`config.mk`:
```
export PLATFORM = sky130hd
export DESIGN_NAME = lattice_literal_mapper
export DESIGN_NICKNAME = d
export VERILOG_FILES = /design/src/rtl/lattice_map_pkg.sv /design/src/rtl/lattice_lowbit_pick.sv /design/src/rtl/lattice_map_ctrl.sv /design/src/rtl/lattice_map_datapath.sv /design/src/rtl/lattice_literal_mapper.sv
export SDC_FILE = /design/constraint.sdc
export NUM_CORES = 1
export LEC_CHECK = 0
export ABC_AREA = 1
export ABC_CLOCK_PERIOD_IN_PS = 2190
export BUFFER_PORTS_ARGS = -buffer_cell sky130_fd_sc_hd__buf_2
export CAP_MARGIN = 20
export CELL_PAD_IN_SITES_DETAIL_PLACEMENT = 1
export CELL_PAD_IN_SITES_GLOBAL_PLACEMENT = 2
export CORE_AREA = 2 2 205 126
export DETAILED_ROUTE_END_ITERATION = 16
export DIE_AREA = 0 0 207 128
export PLACE_DENSITY_LB_ADDON = 0.1
export SKIP_LAST_GASP = 1
export SYNTH_ARGS = -nofsm -noshare
export SYNTH_HDL_FRONTEND = slang
export SYNTH_HIERARCHICAL = 1
export SYNTH_SLANG_ARGS = --single-unit
```
`constraint.sdc`:
```
create_clock -name clk -period 2.19 [get_ports clk]
set_clock_uncertainty 0.05 [all_clocks]
set_input_delay 0.219 -clock clk [delete_from_list [all_inputs] [get_ports clk]]
set_output_delay 0.219 -clock clk [all_outputs]
set_load 0.005 [all_outputs]
```
`src/rtl/lattice_map_pkg.sv`:
```
package lattice_map_pkg;

  typedef enum logic {
    CTRL_IDLE = 1'b0,
    CTRL_RUN  = 1'b1
  } ctrlState_e;

  // strobes from control to datapath
  typedef struct packed {
    logic wrAllow;
    logic latchDims;
    logic clearErr;
    logic siteFire;
  } ctrlStrobe_t;

endpackage

```
`src/rtl/lattice_lowbit_pick.sv`:
```
module lattice_lowbit_pick #(
  parameter int WIDTH = 10,
  localparam int IDX_W = (WIDTH > 1) ? $clog2(WIDTH) : 1
) (
  input  logic [WIDTH-1:0] vecIn,
  output logic [IDX_W-1:0] lowIdx,
  output logic             anySet
);

  // masked prefix: bit i is kept only if no lower bit is set
  logic [WIDTH-1:0] lowerSeen;
  logic [WIDTH-1:0] firstHot;

  assign lowerSeen[0] = 1'b0;
  genvar gi;
  generate
    for (gi = 1; gi < WIDTH; gi++) begin : gPrefix
      assign lowerSeen[gi] = lowerSeen[gi-1] | vecIn[gi-1];
    end
  endgenerate

  assign firstHot = vecIn & ~lowerSeen;
  assign anySet   = |vecIn;

  always_comb begin
    lowIdx = '0;
    for (int i = 0; i < WIDTH; i++) begin
      if (firstHot[i]) lowIdx = lowIdx | IDX_W'(i);
    end
  end

endmodule

```
`src/rtl/lattice_map_ctrl.sv`:
```
module lattice_map_ctrl
  import lattice_map_pkg::*;
#(
  parameter int MAX_COLS = 8,
  parameter int MAX_ROWS = 8,
  localparam int MAX_DIM = (MAX_COLS > MAX_ROWS) ? MAX_COLS : MAX_ROWS,
  localparam int IDX_W   = (MAX_DIM > 1) ? $clog2(MAX_DIM) : 1,
  localparam int CNT_W   = $clog2(MAX_DIM + 1)
) (
  input  logic              clk,
  input  logic              rst_n,
  input  logic              start,
  input  logic [CNT_W-1:0]  cfgCols,
  input  logic [CNT_W-1:0]  cfgRows,
  input  logic              outReady,
  input  logic [CNT_W-1:0]  dimCols,
  input  logic [CNT_W-1:0]  dimRows,
  output ctrlStrobe_t       strobe,
  output logic [IDX_W-1:0]  rowIdx,
  output logic [IDX_W-1:0]  colIdx,
  output logic              busy,
  output logic              donePulse
);

  ctrlState_e state;
  logic       cfgOk;
  logic       lastCol;
  logic       lastRow;

  assign cfgOk = (cfgCols != '0) && (cfgRows != '0) &&
                 (cfgCols <= CNT_W'(MAX_COLS)) && (cfgRows <= CNT_W'(MAX_ROWS));

  assign lastCol = (CNT_W'(colIdx) + CNT_W'(1)) == dimCols;
  assign lastRow = (CNT_W'(rowIdx) + CNT_W'(1)) == dimRows;
  assign busy    = (state == CTRL_RUN);

  always_comb begin
    strobe           = '0;
    strobe.wrAllow   = (state == CTRL_IDLE);
    strobe.latchDims = (state == CTRL_IDLE) && start && cfgOk;
    strobe.clearErr  = (state == CTRL_IDLE) && start && cfgOk;
    strobe.siteFire  = (state == CTRL_RUN) && outReady;
  end

  always_ff @(posedge clk or negedge rst_n) begin
    if (!rst_n) begin
      state     <= CTRL_IDLE;
      rowIdx    <= '0;
      colIdx    <= '0;
      donePulse <= 1'b0;
    end else begin
      donePulse <= 1'b0;
      unique case (state)
        CTRL_IDLE: begin
          if (strobe.latchDims) begin
            state  <= CTRL_RUN;
            rowIdx <= '0;
            colIdx <= '0;
          end
        end
        CTRL_RUN: begin
          if (strobe.siteFire) begin
            if (lastCol) begin
              colIdx <= '0;
              if (lastRow) begin
                state     <= CTRL_IDLE;
                rowIdx    <= '0;
                donePulse <= 1'b1;
              end else begin
                rowIdx <= rowIdx + IDX_W'(1);
              end
            end else begin
              colIdx <= colIdx + IDX_W'(1);
            end
          end
        end
        default: state <= CTRL_IDLE;
      endcase
    end
  end

endmodule

```
`src/rtl/lattice_map_datapath.sv`:
```
module lattice_map_datapath
  import lattice_map_pkg::*;
#(
  parameter int NUM_VARS = 5,
  parameter int MAX_COLS = 8,
  parameter int MAX_ROWS = 8,
  localparam int LIT_W     = 2 * NUM_VARS,
  localparam int LIT_IDX_W = (LIT_W > 1) ? $clog2(LIT_W) : 1,
  localparam int MAX_DIM   = (MAX_COLS > MAX_ROWS) ? MAX_COLS : MAX_ROWS,
  localparam int IDX_W     = (MAX_DIM > 1) ? $clog2(MAX_DIM) : 1,
  localparam int CNT_W     = $clog2(MAX_DIM + 1)
) (
  input  logic                 clk,
  input  logic                 rst_n,
  input  ctrlStrobe_t          strobe,
  input  logic                 wrEn,
  input  logic                 wrSel,
  input  logic [IDX_W-1:0]     wrAddr,
  input  logic [LIT_W-1:0]     wrMask,
  input  logic [CNT_W-1:0]     cfgCols,
  input  logic [CNT_W-1:0]     cfgRows,
  input  logic [IDX_W-1:0]     rowIdx,
  input  logic [IDX_W-1:0]     colIdx,
  output logic [CNT_W-1:0]     dimCols,
  output logic [CNT_W-1:0]     dimRows,
  output logic [LIT_IDX_W-1:0] litIdx,
  output logic                 siteOk,
  output logic                 errFlag
);

  logic [LIT_W-1:0] colTable [MAX_COLS];
  logic [LIT_W-1:0] rowTable [MAX_ROWS];
  logic [LIT_W-1:0] colProd;
  logic [LIT_W-1:0] rowProd;
  logic [LIT_W-1:0] candidates;

  // table writes, one per table
  always_ff @(posedge clk or negedge rst_n) begin
    if (!rst_n) begin
      for (int i = 0; i < MAX_COLS; i++) colTable[i] <= '0;
    end else if (wrEn && strobe.wrAllow && !wrSel && (int'(wrAddr) < MAX_COLS)) begin
      colTable[wrAddr] <= wrMask;
    end
  end

  always_ff @(posedge clk or negedge rst_n) begin
    if (!rst_n) begin
      for (int i = 0; i < MAX_ROWS; i++) rowTable[i] <= '0;
    end else if (wrEn && strobe.wrAllow && wrSel && (int'(wrAddr) < MAX_ROWS)) begin
      rowTable[wrAddr] <= wrMask;
    end
  end

  always_comb begin
    colProd = '0;
    rowProd = '0;
    if (int'(colIdx) < MAX_COLS) colProd = colTable[colIdx];
    if (int'(rowIdx) < MAX_ROWS) rowProd = rowTable[rowIdx];
  end

  assign candidates = colProd & rowProd;

  lattice_lowbit_pick #(.WIDTH(LIT_W)) pick_i (
    .vecIn  (candidates),
    .lowIdx (litIdx),
    .anySet (siteOk)
  );

  always_ff @(posedge clk or negedge rst_n) begin
    if (!rst_n) begin
      dimCols <= '0;
      dimRows <= '0;
    end else if (strobe.latchDims) begin
      dimCols <= cfgCols;
      dimRows <= cfgRows;
    end
  end

  always_ff @(posedge clk or negedge rst_n) begin
    if (!rst_n) begin
      errFlag <= 1'b0;
    end else if (strobe.clearErr) begin
      errFlag <= 1'b0;
    end else if (strobe.siteFire && !siteOk) begin
      errFlag <= 1'b1;
    end
  end

endmodule

```
`src/rtl/lattice_literal_mapper.sv`:
```
module lattice_literal_mapper
  import lattice_map_pkg::*;
#(
  parameter int NUM_VARS = 5,
  parameter int MAX_COLS = 8,
  parameter int MAX_ROWS = 8,
  localparam int LIT_W     = 2 * NUM_VARS,
  localparam int LIT_IDX_W = (LIT_W > 1) ? $clog2(LIT_W) : 1,
  localparam int MAX_DIM   = (MAX_COLS > MAX_ROWS) ? MAX_COLS : MAX_ROWS,
  localparam int IDX_W     = (MAX_DIM > 1) ? $clog2(MAX_DIM) : 1,
  localparam int CNT_W     = $clog2(MAX_DIM + 1)
) (
  input  logic                 clk,
  input  logic                 rst_n,
  input  logic                 wrEn,
  input  logic                 wrSel,
  input  logic [IDX_W-1:0]     wrAddr,
  input  logic [LIT_W-1:0]     wrMask,
  input  logic                 start,
  input  logic [CNT_W-1:0]     cfgCols,
  input  logic [CNT_W-1:0]     cfgRows,
  output logic                 outValid,
  input  logic                 outReady,
  output logic [IDX_W-1:0]     outRow,
  output logic [IDX_W-1:0]     outCol,
  output logic [LIT_IDX_W-1:0] outLit,
  output logic                 outSiteOk,
  output logic [CNT_W-1:0]     latCols,
  output logic [CNT_W-1:0]     latRows,
  output logic                 busy,
  output logic                 done,
  output logic                 errFlag
);

  ctrlStrobe_t      strobe;
  logic [IDX_W-1:0] rowIdx;
  logic [IDX_W-1:0] colIdx;

  lattice_map_ctrl #(
    .MAX_COLS (MAX_COLS),
    .MAX_ROWS (MAX_ROWS)
  ) ctrl_i (
    .clk       (clk),
    .rst_n     (rst_n),
    .start     (start),
    .cfgCols   (cfgCols),
    .cfgRows   (cfgRows),
    .outReady  (outReady),
    .dimCols   (latCols),
    .dimRows   (latRows),
    .strobe    (strobe),
    .rowIdx    (rowIdx),
    .colIdx    (colIdx),
    .busy      (busy),
    .donePulse (done)
  );

  lattice_map_datapath #(
    .NUM_VARS (NUM_VARS),
    .MAX_COLS (MAX_COLS),
    .MAX_ROWS (MAX_ROWS)
  ) dp_i (
    .clk     (clk),
    .rst_n   (rst_n),
    .strobe  (strobe),
    .wrEn    (wrEn),
    .wrSel   (wrSel),
    .wrAddr  (wrAddr),
    .wrMask  (wrMask),
    .cfgCols (cfgCols),
    .cfgRows (cfgRows),
    .rowIdx  (rowIdx),
    .colIdx  (colIdx),
    .dimCols (latCols),
    .dimRows (latRows),
    .litIdx  (outLit),
    .siteOk  (outSiteOk),
    .errFlag (errFlag)
  );

  assign outValid = busy;
  assign outRow   = rowIdx;
  assign outCol   = colIdx;

endmodule

```
-- Word level (Yosys, flattened, before mapping)
Cells that the tools add are included.
- word-level logic and storage cells: 110
- bits in registers: 177
- input bits: 27
- output and inout port bits: 23
- add/subtract/negate cells: 4
- reduce and logical (&&, ||, !) cells: 19
- mux-type cells: 38
- bitwise operators: 15
- order comparisons: 6
- equality and inequality tests: 5
- operators with widths (cell ; count):
    80-bit bitwise mux ; 2
    10-bit binary-select mux with 3-bit select ; 2
    10-bit two-way mux ; 5
    10-bit demux with 3-bit select ; 1
    3-bit two-way mux ; 10
    10-bit AND ; 2
    4-bit greater-or-equal comparator, second input constant ; 3
    3-bit NOT with 4-bit output ; 3
    3-bit case mux with 2 select lines ; 2
    1-bit logical AND ; 11
    1-bit two-way mux ; 11
    10-bit NOT ; 1
    10-bit OR reduction ; 1
    3-bit by 1-bit adder with 4-bit output, second input constant ; 2
    4-bit equality test ; 2
    4-bit <= comparator, second input constant ; 2
    4-bit two-way mux ; 2
    1-bit bitwise OR ; 8
    4-bit nonzero test ; 2
    3-bit by 1-bit adder with 3-bit output, second input constant ; 2
    4-bit by 1-bit < comparator with 1-bit output, second input constant ; 1
    2-bit two-way mux ; 2
    2-bit != test, second input constant ; 2
    3-bit AND reduction ; 1
    other kinds (6) ; 7

-- Depth between registers and ports, before layout
Gate-level depths: netlist of the first run.
- word-level depth: 24
- gate-level depth with buffers: 16
- mapped depth without buffers: 14

-- By module
Netlist of the first run, hierarchy kept.
- modules (own cells, without submodules) (module ; area each (um^2) ; times used ; cells each):
    lattice_map_datapath ; 7893.8 ; 1 ; 1018
    lattice_map_ctrl ; 728.2 ; 1 ; 119
    lattice_lowbit_pick ; 148.9 ; 1 ; 30
    lattice_literal_mapper ; 7.5 ; 1 ; 1

-- Worst setup path after synthesis of the first run
Ideal clock, no wire load.
- path kind: reg2reg
- start: register ctrl_i.rowIdx[0]
- end: register dp_i.errFlag
- setup slack: 188 ps
- library setup time: 71 ps
- data arrival time: 1881 ps
- stages on the path, launching flop included: 16
- path through: dfrtp_1 > buf_2 > inv_1 > clkbuf_1 > nand2_1 > nand3_1 > nand3_1 > nand2_1 > nor2_1 > nor2_2 > nand2_2 > nor2_4 > nand3_1 > inv_1 > a21oi_1 > nor2_1
- cells in the longest elaborated chain, start to end: 9
- RTL lines (element ; line ; RTL):
    start: declaration ; lattice_map_ctrl.sv:19 ; output logic [IDX_W-1:0] rowIdx,
    start signal: assignment ; lattice_map_ctrl.sv:70 ; rowIdx <= rowIdx + IDX_W'(1);
    3-bit NOT with 4-bit output (implied by the code) ; lattice_map_datapath.sv:58 ; if (int'(rowIdx) < MAX_ROWS) rowProd = rowTable[rowIdx];
    10-bit binary-select mux with 3-bit select ; lattice_map_datapath.sv:58 ;
    10-bit two-way mux (implied by the code) (2 in series) ; lattice_map_datapath.sv:58 ;
    10-bit AND ; lattice_map_datapath.sv:61 ; assign candidates = colProd & rowProd;
    named net dp_i.candidates[4] ; lattice_map_datapath.sv:35 ; logic [LIT_W-1:0] candidates;
    10-bit OR reduction ; lattice_lowbit_pick.sv:23 ; assign anySet = |vecIn;
    named net outSiteOk ; lattice_literal_mapper.sv:27 ; output logic outSiteOk,
    1-bit logical NOT ; lattice_map_datapath.sv:84 ; end else if (strobe.siteFire && !siteOk) begin
    1-bit logical AND ; lattice_map_datapath.sv:84 ;
    2-bit nonzero test (no source line) ; -- ;
    end signal: assignment ; lattice_map_datapath.sv:81 ; errFlag <= 1'b0;
    end signal: assignment ; lattice_map_datapath.sv:83 ; errFlag <= 1'b0;
    end signal: assignment ; lattice_map_datapath.sv:85 ; errFlag <= 1'b1;
    end: declaration ; lattice_map_datapath.sv:28 ; output logic errFlag
The timed path passes the listed nets, and every way through them passes these cells. The select of a mux whose other input is x is not followed.
A chain may end at the register's enable or synchronous reset.

-- Worst setup path in the final report of the first run
- start: register ctrl_i.colIdx[0]
- end: output port outLit[3]
- RTL lines (element ; line ; RTL):
    start: declaration ; lattice_map_ctrl.sv:20 ; output logic [IDX_W-1:0] colIdx,
    start signal: assignment ; lattice_map_ctrl.sv:73 ; colIdx <= colIdx + IDX_W'(1);
    3-bit NOT with 4-bit output (implied by the code) (*) ; lattice_map_datapath.sv:57 ; if (int'(colIdx) < MAX_COLS) colProd = colTable[colIdx];
    10-bit binary-select mux with 3-bit select (*) ; lattice_map_datapath.sv:57 ;
    10-bit two-way mux (implied by the code) (*) (2 in series) ; lattice_map_datapath.sv:57 ;
    10-bit AND (*) ; lattice_map_datapath.sv:61 ;
    named net dp_i.candidates[4] ; lattice_map_datapath.sv:35 ;
    1-bit bitwise OR (*) (4 in series) ; lattice_lowbit_pick.sv:18 ; assign lowerSeen[gi] = lowerSeen[gi-1] | vecIn[gi-1];
    10-bit NOT (*) ; lattice_lowbit_pick.sv:22 ; assign firstHot = vecIn & ~lowerSeen;
    10-bit AND (*) ; lattice_lowbit_pick.sv:22 ;
    4-bit two-way mux or 10-bit AND (tied branches) ; lattice_lowbit_pick.sv:28, lattice_lowbit_pick.sv:22 ;
    4-bit two-way mux (*) ; lattice_lowbit_pick.sv:28 ; if (firstHot[i]) lowIdx = lowIdx | IDX_W'(i);
    end: declaration ; lattice_literal_mapper.sv:26 ; output logic [LIT_IDX_W-1:0] outLit,
The timed path passes the listed nets; every way through them passes the cells marked *. The select of a mux whose other input is x is not followed.

==> impl_metrics.json, run 1 <==
{
  "outcome": "finished with violations",
  "violations": "negative setup slack",
  "reg2reg_slack_ns": 0.21,
  "io-pin-count": 50,
  "gp_congestion": 0.761,
  "rsz0062_at_grt": "true",
  "place_area_um2": 9570,
  "slew_viol_final": 0,
  "route.detailed.wl_per_inst_um": 18.4,
  "drt-initial-drc-count": 485,
  "fin_nets": 1265,
  "dpl_worst_slack_ns": -0.0456,
  "mostFrequentLayoutCell": "nand2_1",
  "die-area_um2": 26500,
  "drc": 0,
  "yosysTopAreaCellShare": 0.505,
  "crit_fanout": 6,
  "maxCapViolations": 0,
  "synth_largest_area_cell": "dfrtp_1",
  "cts_buffers": 17,
  "start_kind": "register",
  "portBuffers": 49,
  "place_inst": 1519,
  "antenna_found_initial": 0,
  "endpoint_kind": "output port",
  "final_area_um2": 10700,
  "period_share": 1.18,
  "fin_hold_ws_ns": 0.115,
  "syn_inst": 1168,
  "seq_area_frac_synth": 0.505,
  "yosysWarnings": 6,
  "fp-row-count": 45,
  "num_vias": 7766,
  "fp.coreArea_um2": 24800,
  "drt_wl_total_um": 29100,
  "grt_usage": 0.230,
  "ys_ff_latch": 177,
  "via_per_inst": 4.92,
  "cp.arrival_ns": 2.31,
  "die_width_um": 207,
  "p_leak_nw": 5.19,
  "hold_violations": 0,
  "relSlewSlack": 0.542,
  "clk_path_buf_depth": 2,
  "grt_pass1_vias": 7908,
  "dr.pass1.iters": 5,
  "die_y_um": 128,
  "setup_violations": 5,
  "area_growth_pct": 21.5,
  "final_cells": 1578,
  "final_cell_mix": "nand2_1 (388), dfrtp_1 (175), o21ai_0 (151)",
  "tightest_slew_ns": 0.685,
  "finalCoreUtilization": 0.430,
  "start_util": 0.354,
  "cts_tree": "built",
  "ir_drop_v": 0.000927,
  "synth_cell_types": 30,
  "layout_min_cycle_time_ns": 2.58,
  "max_freq_ghz": 0.388,
  "worst-setup-path-type": "reg2out",
  "drive_gt1_frac": 0.181,
  "hold_class": "in2reg",
  "ant_nets": 0,
  "worst_slack_ns": -0.390,
  "clk_latency_ns": 0.45,
  "htree_levels": 4,
  "nFillCells": 3032,
  "root_buffer": "clkbuf_16",
  "cp_data_required_time_ns": 1.92,
  "grt_pass1_wl_um": 46500,
  "clock_sinks": 177,
  "syn-num-nets": 1197,
  "antennaDiodeCount": 0,
  "clkTransAtPathRegs_ns": 0.07,
  "grt-ovfl-total": 0,
  "grt_max_degree": 59,
  "power.density_nw_per_um2": 1350,
  "dpl.hpwl_um": 19500,
  "synth_area_leaders": "dfrtp_1 (50%), nand2_1 (17%), o21ai_0 (8.7%)",
  "syn-cell-area_um2": 8780,
  "syn_avg_cell_area_um2": 7.52
}
sequential cells by signal, indices dropped and copies added (netlist names):
name and count:
dp_i/colTable 80, dp_i/rowTable 80, dp_i/dimCols 4, dp_i/dimRows 4, ctrl_i/colIdx 3, ctrl_i/rowIdx 3
ctrl_i/busy 1, ctrl_i/donePulse 1, dp_i/errFlag 1
per-stage QoR:
stage               power [mW]  TNS [ns]
floorplan                 8.39         0
global placement          10.6   -0.0211
detailed placement        10.7   -0.0798
CTS                       14.0     -2.15
global route              15.6     -2.48
finish                    14.4     -1.74
cells in the mapped netlist, drive strengths merged:
library cell / instances
o21ai: 163
and2: 2
a21boi: 1
clkbuf: 42
nand4: 3
clkinv: 2
mux2: 8
nand2: 412
a21oi: 7
buf: 31
nor2: 50
dfrtp: 177
or2: 1
ha: 2
inv: 131
nand3: 126
nand3b: 1
a31oi: 1
nor3: 8
kinds of logic after synthesis:
| family | Yosys count | share of synthesized area |
|---|---|---|
| mux | 8 | 0.0103 |
| fa+ha+maj | 2 | 0.00285 |
| compound gates | 172 | 0.0989 |
| buf+inv | 206 | 0.0946 |
| simple gates | 603 | 0.289 |
| flops | 177 | 0.505 |
worst max-delay path, cell delays in order, from the launching register on:
cell and delay, ns:
dfrtp_2 0.43, clkinv_4 0.14, clkbuf_16 0.19, nand2_1 0.08, nand3_1 0.09, nand3_1 0.09
nand2_1 0.08, inv_2 0.07, nor2_2 0.05, nor2_4 0.13, nand2_2 0.08, nor2_4 0.14
nand2_2 0.08, nor2_4 0.11, buf_2 0.12
power breakdown:
group,internal [mW],leakage (nW),switching (mW)
combinational,2.64,2.70,4.06
clock,1.57,0.250,1.35
sequential,4.25,2.24,0.559
total,8.45,5.19,5.97
final timing paths:
| path | startpoint | end | depth (start not counted) |
|---|---|---|---|
| worst max register to register | ctrl_i/colIdx[0] | dp_i/errFlag | 15 |
| worst min-delay path | start | ctrl_i/busy | 5 |
| worst min register to register | dp_i/rowTable[10] | dp_i/rowTable[10] | 2 |
| min in group asynchronous | rst_n | dp_i/colTable[47] | 2 |
| max in group asynchronous | rst_n | dp_i/rowTable[33] | 3 |
| worst max-delay path | ctrl_i/colIdx[0] | outLit[3] | 14 |
what timing repair did:
item | in CTS | in global routing
buffers inserted | 1 | 3
hold endpoints to repair | 79 | 0
cloned | 2 | 2
endpoints found under the setup margin | 5 | 6
resized for setup | 13 | 55
pin swaps | 1 | 7
hold buffers | 19 | 0
area by class of cell:
type / instances / area [um2] / area share
sequential: 177 / 4430 / 0.416
tap: 329 / 412 / 0.0386
clock buffer: 24 / 492 / 0.0461
timing repair buffer: 122 / 1070 / 0.100
multi-input combinational: 785 / 3700 / 0.347
clock inverter: 8 / 55.1 / 0.00516
inverter: 133 / 507 / 0.0475
metal layers:
metal  vias up  wire length (um)  GRT usage  share of wire
met2        93             12300      0.341           0.42
li1       3802                 -          -              -
met4         0               314     0.0555          0.011
met5         -                 0          0              0
met1      3850             15500      0.349           0.53
met3        21              1020     0.0387          0.035
Power figures use the tool's default switching activity.
==> run 2, diff against run 1 <==
--- a/config.mk
+++ b/config.mk
@@ -11,12 +11,11 @@
 export CAP_MARGIN = 20
 export CELL_PAD_IN_SITES_DETAIL_PLACEMENT = 1
 export CELL_PAD_IN_SITES_GLOBAL_PLACEMENT = 2
-export CORE_AREA = 2 2 205 126
+export CORE_AREA = 2 2 204 126
 export DETAILED_ROUTE_END_ITERATION = 16
-export DIE_AREA = 0 0 207 128
+export DIE_AREA = 0 0 206 128
 export PLACE_DENSITY_LB_ADDON = 0.1
 export SKIP_LAST_GASP = 1
 export SYNTH_ARGS = -nofsm -noshare
 export SYNTH_HDL_FRONTEND = slang
-export SYNTH_HIERARCHICAL = 1
 export SYNTH_SLANG_ARGS = --single-unit
==> run 2 against run 1 <==
  * The flow still finishes with violations (negative setup slack)
  * Utilization shrank 0.41 points
  * Total power down 5.9%
  * First-iteration DRC count shrank 3.3%
  * Routed wire length decreased by 5.8%
==> impl_metrics.json, run 2 <==
{
  "grt_max_degree": 64,
  "gp_congestion": 0.754,
  "grt_usage": 0.223,
  "violations": "negative setup slack",
  "syn-cell-area_um2": 8690,
  "grt-ovfl-total": 0,
  "power.density_nw_per_um2": 1290,
  "rsz0062_at_grt": "true",
  "power_frac_seq": 0.361,
  "layout_min_cycle_time_ns": 2.76,
  "ant_nets": 0,
  "crit_chain": "buf_12 > buf_16 > buf_6 > nand2_1 > nand3_1 > nand3_1 > nand3_2 > nand2_2 > nand2_2 > nor2_4 > inv_2 > nor2_4 > nand2_2 > nand3_2 > buf_2",
  "maxCapViolations": 0,
  "switchingPower_mw": 5.20,
  "start_util": 0.352,
  "ys_async_sr_fraction": 1.00,
  "area_growth_pct": 21.0,
  "crit_fanout": 6,
  "die_width_um": 206,
  "clockPowerShare": 0.221,
  "max_freq_ghz": 0.362,
  "clock_sinks": 177,
  "fin_nets": 1235,
  "drt-initial-drc-count": 469,
  "drc": 0,
  "synth-edff-count": 0,
  "yosysWarnings": 0,
  "tightest_slew_ns": 0.582,
  "reg2reg_slack_ns": 0.06,
  "synth_ff_type": "dfrtp_1",
  "slew_viol_final": 0,
  "fin_hold_ws_ns": 0.0548,
  "setup_violations": 5,
  "portBuffers": 49,
  "seq_area_frac_synth": 0.510,
  "period_share": 1.26,
  "outcome": "finished with violations",
  "clk_path_buf_depth": 2,
  "hold_class": "in2reg",
  "syn_inst": 1115,
  "ys_ff_latch": 177,
  "synth_largest_area_cell": "dfrtp_1",
  "top_regs": "dp_i.colTable (80), dp_i.rowTable (80)",
  "die-area_um2": 26400,
  "dr.pass1.iters": 4,
  "grt_pass1_wl_um": 44300,
  "cts_buffers": 17,
  "dpl_worst_slack_ns": -0.284,
  "relSlewSlack": 0.612,
  "cp.arrival_ns": 2.49,
  "mostFrequentLayoutCell": "nand2_1",
  "syn_avg_cell_area_um2": 7.80,
  "num_vias": 7518,
  "fp.coreArea_um2": 24700,
  "cpMaxStageDelayCell": "dfrtp_2",
  "grt_pass1_vias": 7703,
  "hold_violations": 0,
  "comb_power_share": 0.417,
  "p_leak_nw": 5.16,
  "finalCoreUtilization": 0.426,
  "synth_area_leaders": "dfrtp_1 (51%), nand2_1 (16%), o21ai_0 (9.9%)",
  "clk_latency_ns": 0.45,
  "cts_tree": "built",
  "worst_slack_ns": -0.572,
  "antennaDiodeCount": 0,
  "fp-row-count": 45,
  "endpoint_kind": "output port",
  "p_int_mw": 8.38,
  "route.detailed.wl_per_inst_um": 17.7,
  "final_cell_mix": "nand2_1 (380), dfrtp_1 (175), o21ai_0 (172)",
  "start_kind": "register",
  "drive_gt1_frac": 0.167,
  "syn-num-nets": 1144,
  "die_y_um": 128,
  "via_per_inst": 4.86,
  "worst-setup-path-type": "reg2out",
  "clkTransAtPathRegs_ns": 0.07,
  "ir_drop_v": 0.000630,
  "p_total_mw": 13.6,
  "path_common_cell": "nand2_2",
  "drt_wl_total_um": 27400,
  "yosysTopAreaCellShare": 0.510,
  "htree_levels": 4,
  "root_buffer": "clkbuf_16",
  "switching_share": 0.383,
  "synth.most_common_cell": "nand2_1",
  "synth_cell_types": 35,
  "max_stage_delay_ns": 0.44,
  "cp_data_required_time_ns": 1.92,
  "synthTopCellsByCount": "nand2_1 (382), dfrtp_1 (177), o21ai_0 (172)",
  "antenna_found_initial": 0,
  "io-pin-count": 50,
  "dpl.hpwl_um": 19000
}
[run 2: metal layers]
layer / GRT usage / wire length, um / up-vias
li1: - / - / 3717
met1: 0.343 / 15100 / 3702
met2: 0.323 / 11400 / 84
met3: 0.0414 / 766 / 15
met4: 0.0475 / 217 / 0
met5: 0 / 0 / -
[run 2: final cells by class]
type	instances	area (um2)
Clock buffer	26	509
Clock inverter	5	52.6
Fill cell	2994	14100
Inverter	99	383
Multi-Input combinational cell	769	3570
Sequential cell	177	4430
Tap cell	329	412
Timing Repair Buffer	142	1160
[run 2: through the flow]
| stage | area, um2 | setup TNS [ns] | std cells |
|---|---|---|---|
| after global placement | 9560 | -0.601 | 1488 |
| after detailed placement | 9560 | -0.646 | 1488 |
| after CTS | 10500 | -2.77 | 1546 |
| after floorplan | 8690 | 0 | 1115 |
| final | 10500 | -2.62 | 1547 |
| after global routing | 10500 | -3.50 | 1547 |
[run 2: worst paths after layout]
kind                              startpoint                 to  cells after the start
max                         ctrl_i.colIdx[0]          outLit[0]                     15
min                               cfgRows[2]    dp_i.dimRows[2]                      3
max reg2reg                 ctrl_i.colIdx[0]       dp_i.errFlag                     14
min reg2reg                dp_i.colTable[39]  dp_i.colTable[39]                      2
max in group asynchronous              rst_n  dp_i.colTable[52]                      3
min in group asynchronous              rst_n  dp_i.rowTable[37]                      2
[run 2: timing repair]
item                       4_1_cts  5_1_grt
hold endpoints to repair        85        0
setup endpoints to repair        6       11
buffers inserted                10        1
gates resized for setup         16       12
pin swaps                       12        5
gates cloned                     1        0
hold buffers                    17        0
[run 2: cells by family (layout without fill, tap and decap cells)]
kind of cell    count (synthesis)  count (layout)  share of synthesized area
buf+inv                       169             272                     0.0904
xor+xnor                       10              10                     0.0101
flops                         177             177                      0.510
fa+ha+maj                       2               2                    0.00288
simple gates                  559             559                      0.268
compound gates                198             198                      0.119
[run 2: power groups by stage]
| stage | clock network (mW) | logic [mW] | registers, mW |
|---|---|---|---|
| after detailed placement | 0 | 5.23 | 4.94 |
| after floorplan | 0 | 3.40 | 4.81 |
| final | 3.01 | 5.66 | 4.91 |
| after CTS | 3.08 | 5.66 | 4.90 |
| after global placement | 0 | 5.14 | 4.91 |
| after global routing | 3.21 | 6.40 | 5.06 |
[run 2: worst max-delay path: cells and delay by family (launching register included)]
kind          cells  cell delay (ns)
buf+inv           5             0.63
flops             1             0.44
simple gates     10             0.98
